### config.mk
export PLATFORM = sky130hd
export DESIGN_NAME = sysfir_top
export DESIGN_NICKNAME = d
export VERILOG_FILES = /design/src/rtl/sysfir_pkg.sv /design/src/rtl/sysfir_rst_sync.sv /design/src/rtl/sysfir_tap_delay.sv /design/src/rtl/sysfir_cell.sv /design/src/rtl/sysfir_vld_pipe.sv /design/src/rtl/sysfir_top.sv
export SDC_FILE = /design/constraint.sdc
export NUM_CORES = 2
export LEC_CHECK = 0
export BUFFER_PORTS_ARGS = -buffer_cell sky130_fd_sc_hd__buf_2
export CELL_PAD_IN_SITES_DETAIL_PLACEMENT = 0
export CELL_PAD_IN_SITES_GLOBAL_PLACEMENT = 1
export CORE_UTILIZATION = 48
export DETAILED_ROUTE_END_ITERATION = 16
export GPL_ROUTABILITY_DRIVEN = 0
export PLACE_DENSITY = 0.76
export SYNTH_ARGS = -nofsm -noshare
export SYNTH_HDL_FRONTEND = slang
export SYNTH_SLANG_ARGS = --single-unit
export TNS_END_PERCENT = 100
### constraint.sdc
create_clock -name clk -period 25.4 [get_ports clk]
set_input_delay 5.08 -clock clk [delete_from_list [all_inputs] [get_ports clk]]
set_output_delay 5.08 -clock clk [all_outputs]
set_load 0.05 [all_outputs]
### src/rtl/sysfir_pkg.sv
package sysfir_pkg;

  localparam int unsigned TAPS_DEF = 8;
  localparam int unsigned DW_DEF   = 18;
  localparam int unsigned CW_DEF   = 18;

  // b7 .. b0 from left to right; b_k sits at bits [18k+17:18k]
  localparam logic [TAPS_DEF*CW_DEF-1:0] COEF_DEF = {
    18'h1FFFE, 18'h20001, 18'h12FD1, 18'h27961,
    18'h1D4C0, 18'h20430, 18'h1FFFF, 18'h20000
  };

  // accumulator width that holds the sum of taps full-precision products
  function automatic int unsigned acc_width(int unsigned pw, int unsigned taps);
    return pw + $clog2(taps);
  endfunction

endpackage

### src/rtl/sysfir_rst_sync.sv
module sysfir_rst_sync (
  input  logic clk,
  input  logic rst_n,
  output logic rst_sync_n
);

  logic [1:0] sync_q;
  logic [1:0] sync_d;

  always_comb begin
    sync_d = {sync_q[0], 1'b1};
  end

  always_ff @(posedge clk or negedge rst_n) begin
    if (!rst_n) begin
      sync_q <= '0;
    end else begin
      sync_q <= sync_d;
    end
  end

  assign rst_sync_n = sync_q[1];

endmodule

### src/rtl/sysfir_tap_delay.sv
module sysfir_tap_delay #(
  parameter int unsigned DW    = 18,
  parameter int unsigned DEPTH = 2
) (
  input  logic                 clk,
  input  logic                 rst_n,
  input  logic                 en,
  input  logic signed [DW-1:0] din,
  output logic signed [DW-1:0] dout
);

  logic signed [DW-1:0] stg_q [DEPTH];
  logic signed [DW-1:0] stg_d [DEPTH];

  always_comb begin
    for (int i = 0; i < int'(DEPTH); i++) begin
      stg_d[i] = stg_q[i];
    end
    if (en) begin
      stg_d[0] = din;
      for (int i = 1; i < int'(DEPTH); i++) begin
        stg_d[i] = stg_q[i-1];
      end
    end
  end

  always_ff @(posedge clk or negedge rst_n) begin
    if (!rst_n) begin
      for (int i = 0; i < int'(DEPTH); i++) begin
        stg_q[i] <= '0;
      end
    end else begin
      for (int i = 0; i < int'(DEPTH); i++) begin
        stg_q[i] <= stg_d[i];
      end
    end
  end

  assign dout = stg_q[DEPTH-1];

endmodule

### src/rtl/sysfir_cell.sv
module sysfir_cell #(
  parameter int unsigned DW = 18,
  parameter int unsigned CW = 18,
  parameter int unsigned AW = 39,
  parameter logic signed [CW-1:0] COEF = '0
) (
  input  logic                 clk,
  input  logic                 rst_n,
  input  logic                 en,
  input  logic signed [DW-1:0] x_in,
  input  logic signed [AW-1:0] sum_in,
  output logic signed [AW-1:0] sum_out
);

  localparam int unsigned PW = DW + CW;

  logic signed [PW-1:0] prod_q;
  logic signed [PW-1:0] prod_d;
  logic signed [AW-1:0] sum_q;
  logic signed [AW-1:0] sum_d;

  // stage 1: product register, stage 2: partial-sum register
  always_comb begin
    prod_d = prod_q;
    sum_d  = sum_q;
    if (en) begin
      prod_d = PW'(x_in) * PW'(COEF);
      sum_d  = sum_in + AW'(prod_q);
    end
  end

  always_ff @(posedge clk or negedge rst_n) begin
    if (!rst_n) begin
      prod_q <= '0;
      sum_q  <= '0;
    end else begin
      prod_q <= prod_d;
      sum_q  <= sum_d;
    end
  end

  assign sum_out = sum_q;

endmodule

### src/rtl/sysfir_vld_pipe.sv
module sysfir_vld_pipe #(
  parameter int unsigned LAT = 9
) (
  input  logic clk,
  input  logic rst_n,
  input  logic en,
  output logic vld_out
);

  logic [LAT-1:0] fill_q;
  logic [LAT-1:0] fill_d;
  logic           vld_q;
  logic           vld_d;

  always_comb begin
    fill_d = fill_q;
    vld_d  = 1'b0;
    if (en) begin
      fill_d = {fill_q[LAT-2:0], 1'b1};
      vld_d  = fill_q[LAT-1];
    end
  end

  always_ff @(posedge clk or negedge rst_n) begin
    if (!rst_n) begin
      fill_q <= '0;
      vld_q  <= 1'b0;
    end else begin
      fill_q <= fill_d;
      vld_q  <= vld_d;
    end
  end

  assign vld_out = vld_q;

endmodule

### src/rtl/sysfir_top.sv
module sysfir_top
  import sysfir_pkg::*;
#(
  parameter int unsigned TAPS = TAPS_DEF,
  parameter int unsigned DW   = DW_DEF,
  parameter int unsigned CW   = CW_DEF,
  parameter logic [TAPS*CW-1:0] COEF = COEF_DEF,
  localparam int unsigned PW  = DW + CW,
  localparam int unsigned AW  = acc_width(PW, TAPS),
  localparam int unsigned LAT = TAPS + 1
) (
  input  logic                 clk,
  input  logic                 rst_n,
  input  logic                 in_vld,
  input  logic signed [DW-1:0] in_data,
  output logic                 out_vld,
  output logic signed [AW-1:0] out_data
);

  logic                 rst_sync_n;
  logic signed [DW-1:0] x_tap [TAPS];
  logic signed [AW-1:0] psum  [TAPS];

  sysfir_rst_sync u_rst (
    .clk        (clk),
    .rst_n      (rst_n),
    .rst_sync_n (rst_sync_n)
  );

  for (genvar k = 0; k < int'(TAPS); k++) begin : g_cell
    if (k == 0) begin : g_head
      sysfir_tap_delay #(.DW(DW), .DEPTH(1)) u_dly (
        .clk   (clk),
        .rst_n (rst_sync_n),
        .en    (in_vld),
        .din   (in_data),
        .dout  (x_tap[k])
      );
      sysfir_cell #(.DW(DW), .CW(CW), .AW(AW), .COEF(COEF[k*CW +: CW])) u_mac (
        .clk     (clk),
        .rst_n   (rst_sync_n),
        .en      (in_vld),
        .x_in    (x_tap[k]),
        .sum_in  ('0),
        .sum_out (psum[k])
      );
    end else begin : g_body
      sysfir_tap_delay #(.DW(DW), .DEPTH(2)) u_dly (
        .clk   (clk),
        .rst_n (rst_sync_n),
        .en    (in_vld),
        .din   (x_tap[k-1]),
        .dout  (x_tap[k])
      );
      sysfir_cell #(.DW(DW), .CW(CW), .AW(AW), .COEF(COEF[k*CW +: CW])) u_mac (
        .clk     (clk),
        .rst_n   (rst_sync_n),
        .en      (in_vld),
        .x_in    (x_tap[k]),
        .sum_in  (psum[k-1]),
        .sum_out (psum[k])
      );
    end
  end

  sysfir_vld_pipe #(.LAT(LAT)) u_vld (
    .clk     (clk),
    .rst_n   (rst_sync_n),
    .en      (in_vld),
    .vld_out (out_vld)
  );

  assign out_data = psum[TAPS-1];

endmodule

==> impl_metrics.yaml <==
status:
  status: "finished clean"
floorplanning:
  fp.dieW_um: 405.2
  io_pins: 61
  initial_core_util_pct: 48.48
  num_rows: 147
  dieHeight_um: 405.2
  core_area_um2: 160900
  die_area_um2: 164200
drt:
  viasPerCell: 5.325
  drt-total-wl_um: 184000
  dr.pass1.iters: 7
  first_iter_violations: 2882
  wl_per_cell_um: 18.52
  drtAntennaViolNets: 0
  drc: 0
  vias: 52900
logic_synthesis:
  synth.net_count: 9461
  synth-xor-area-share_pct: 5.107
  ys_seq_area_share_pct: 25.59
  synth_top_family_by_area: "adder cells"
  syn_area_um2: 78030
  syn_area_per_cell_um2: 10.17
  synth.mux.area_fraction_pct: 8.169
  async_flop_share_pct: 100.0
  ys_ff_latch: 798
  synth_edf_count: 0
  synth_compound_area_share_pct: 11.21
  synth-main-ff-cell: "dfrtp_1"
  syn-instance-count: 7675
  synthTopCellsByArea: "dfrtp_1 26%, fa_1 19%, ha_1 16%"
  ys.warnings.count: 0
  yosysTopAreaCell: "dfrtp_1"
  synth_fa_ha_area_share_pct: 35.43
  synth.top_cell.area_share_pct: 25.59
  ys_types: 76
  yosys.area_share.simple_pct: 6.764
setup_path:
  ff2ff_setup_slack_ns: 18.19
  r2r-end: "g_cell[1].g_body.u_mac.prod_q[34]$_DFFE_PN0P_"
  critPathCaptureType: "register"
  worstPathArrival_ns: 9.06
  worstSetupStartpoint: "in_vld"
  critical_path_class: "in -> reg"
  start_kind: "input port"
  worst_ep_required_time_ns: 25.98
  r2r_cells: 23
  r2r-start: "g_cell[1].g_body.u_dly.dout[4]$_DFFE_PN0P_"
  path_max_fanout: 113
  crit_end: "u_vld.fill_q[6]$_DFFE_PN0P_"
placed_design:
  numPortBuffers: 60
  dp_hpwl_um: 150000
final_layout:
  area_growth_syn_to_layout_pct: 7.747
  diodes: 0
  fill_cells: 14540
  nNetsFinal: 9479
  final_core_util_pct: 52.24
  drive_gt1_share_pct: 11.31
timing:
  tightest_slew_ns: 1.048
  fin_crit_ns: 8.475
  min_period_over_period_pct: 33.37
  slew_violations: 0
  rsz0062_at_grt: "no"
  fmax_mhz: 118.0
  finalHoldViolations: 0
  finClkSkew_ns: 0.04682
  tns_ns: 0
  timing.slew.headroom_pct: 30.10
  finalSetupViolations: 0
global_route:
  grt_pass1_vias: 55320
  grt_overflow: 0
  grt_pass1_wl_um: 301200
  track_usage_pct: 23.18
  antenna_found_initial: 5
  grt_start_max_net_pins: 171
cts:
  cts_resized: 0
  clock_sinks: 798
  cts_buffers: 94
  cts_root_buffer: "clkbuf_16"
  postCtsHoldBufs: 0
  htreeDepth: 3
  clk_latency_ns: 0.74
  tritoncts: "built"
  post-cts-setup-buffers: 0
  cts_buffer_depth: 3
  clk_pin_slew_ns: 0.05
hold_path:
  worstHoldPathType: "reg -> reg"
  min-delay-start: "u_rst.sync_q[0]$_DFF_PN0_"
flow_run:
  cap_violations: 0
## synthesized netlist by cell type, types with 15 or more instances
cell type	n
or3_1	26
and2_1	26
o21ai_0	335
nor3_1	57
inv_1	1434
a21o_1	225
or2_2	40
o211ai_1	23
a21boi_0	15
xor2_1	164
a21oi_1	366
clkbuf_1	156
a31oi_1	36
nand2_1	364
a211oi_1	67
nand2b_1	59
nor2_1	272
and3_1	43
nand4_1	37
o21a_1	53
fa_1	741
mux2_2	558
ha_1	1024
o31ai_1	46
dfrtp_1	798
xnor2_1	291
o21bai_1	51
nand3_1	76
nor2b_1	41
## logic make-up (layout without fill, tap and decap cells)
| family | count (synthesis) | count (layout) |
|---|---|---|
| AO/OA/AOI/OAI | 1375 | 1375 |
| AND/OR/NAND/NOR | 1109 | 1109 |
| flip-flops | 798 | 798 |
| buffers and inverters | 1605 | 1703 |
| adder cells (fa/ha/maj) | 1765 | 1765 |
| multiplexers | 567 | 567 |
| other | 1 | 1 |
| XOR/XNOR | 455 | 455 |
## state kept, by name, summed over array words and instances (netlist names)
signal and count:
g_cell.g_body.u_mac.sum_out 269, g_cell.g_body.u_mac.prod_q 239, g_cell.g_body.u_dly.dout 126, g_cell.g_body.u_dly.stg_q 98, g_cell.g_head.u_dly.dout 18, g_cell.g_head.u_mac.prod_q 18, g_cell.g_head.u_mac.sum_out 18, u_vld.fill_q 9
u_rst.sync_q 2, u_vld.vld_out 1
## final cells by class
cell class | instances | area [um^2] | area share, %
tap | 2160 | 2703 | 3.215
timing repair buffer | 93 | 570.5 | 0.6787
sequential | 798 | 19980 | 23.76
multi-input combinational | 5272 | 52030 | 61.89
clock buffer | 114 | 2559 | 3.044
clock inverter | 62 | 843.3 | 1.003
inverter | 1434 | 5388 | 6.409
## metrics by stage
step	cells	instance area [um^2]	setup slack (ns)	hold slack (ns)
2_1_floorplan	7675	78030	1.510	0.3312
3_3_place_gp	9757	80670	16.20	0.3370
3_5_place_dp	9757	80670	16.15	0.3389
4_1_cts	9933	84070	16.92	0.3598
5_1_grt	9933	84070	16.60	0.3725
6_report	9933	84070	16.93	0.3593
## layer usage
metal / vias up / GRT usage, % / share of wire [%]
met5: - / 0 / 0.0076
met3: 201 / 2.651 / 3.2
met4: 2 / 5.117 / 2.2
met1: 26380 / 31.07 / 46
met2: 762 / 40.11 / 49
li1: 25560 / - / -
## placed cells by master, fill, tap and decap left out, types with 23 or more instances in the layout
cell,n
a211oi_1,67
a21o_1,225
a21oi_1,366
a31oi_1,36
and2_1,26
and3_1,43
buf_2,59
buf_4,32
clkbuf_16,95
dfrtp_1,795
fa_1,741
ha_1,1024
inv_1,1433
mux2_2,558
nand2_1,364
nand2b_1,59
nand3_1,76
nand4_1,37
nor2_1,272
nor2b_1,41
nor3_1,57
o211ai_1,23
o21a_1,53
o21ai_0,335
o21bai_1,51
o31ai_1,46
or2_2,40
or3_1,26
xnor2_1,291
xor2_1,164
## worst max-delay path, cell delays in order
cell and delay [ns]:
buf_8 0.48, buf_4 0.66, buf_4 0.68, buf_4 0.68, buf_4 0.85, mux2_2 0.42
## worst min-delay path by stage
stage                           endpoint  slack [ns]  depth (start not counted)
4_1_cts        u_rst.sync_q[1]$_DFF_PN0_        0.36                          0
6_report       u_rst.sync_q[1]$_DFF_PN0_        0.36                          0
5_1_grt        u_rst.sync_q[1]$_DFF_PN0_        0.37                          0
3_5_place_dp   u_rst.sync_q[1]$_DFF_PN0_        0.34                          0
2_1_floorplan  u_rst.sync_q[1]$_DFF_PN0_        0.33                          0
3_3_place_gp   u_rst.sync_q[1]$_DFF_PN0_        0.34                          0
Power is not shown: default switching activity piles up to over one toggle a cycle in this logic, so the estimate is an artifact.
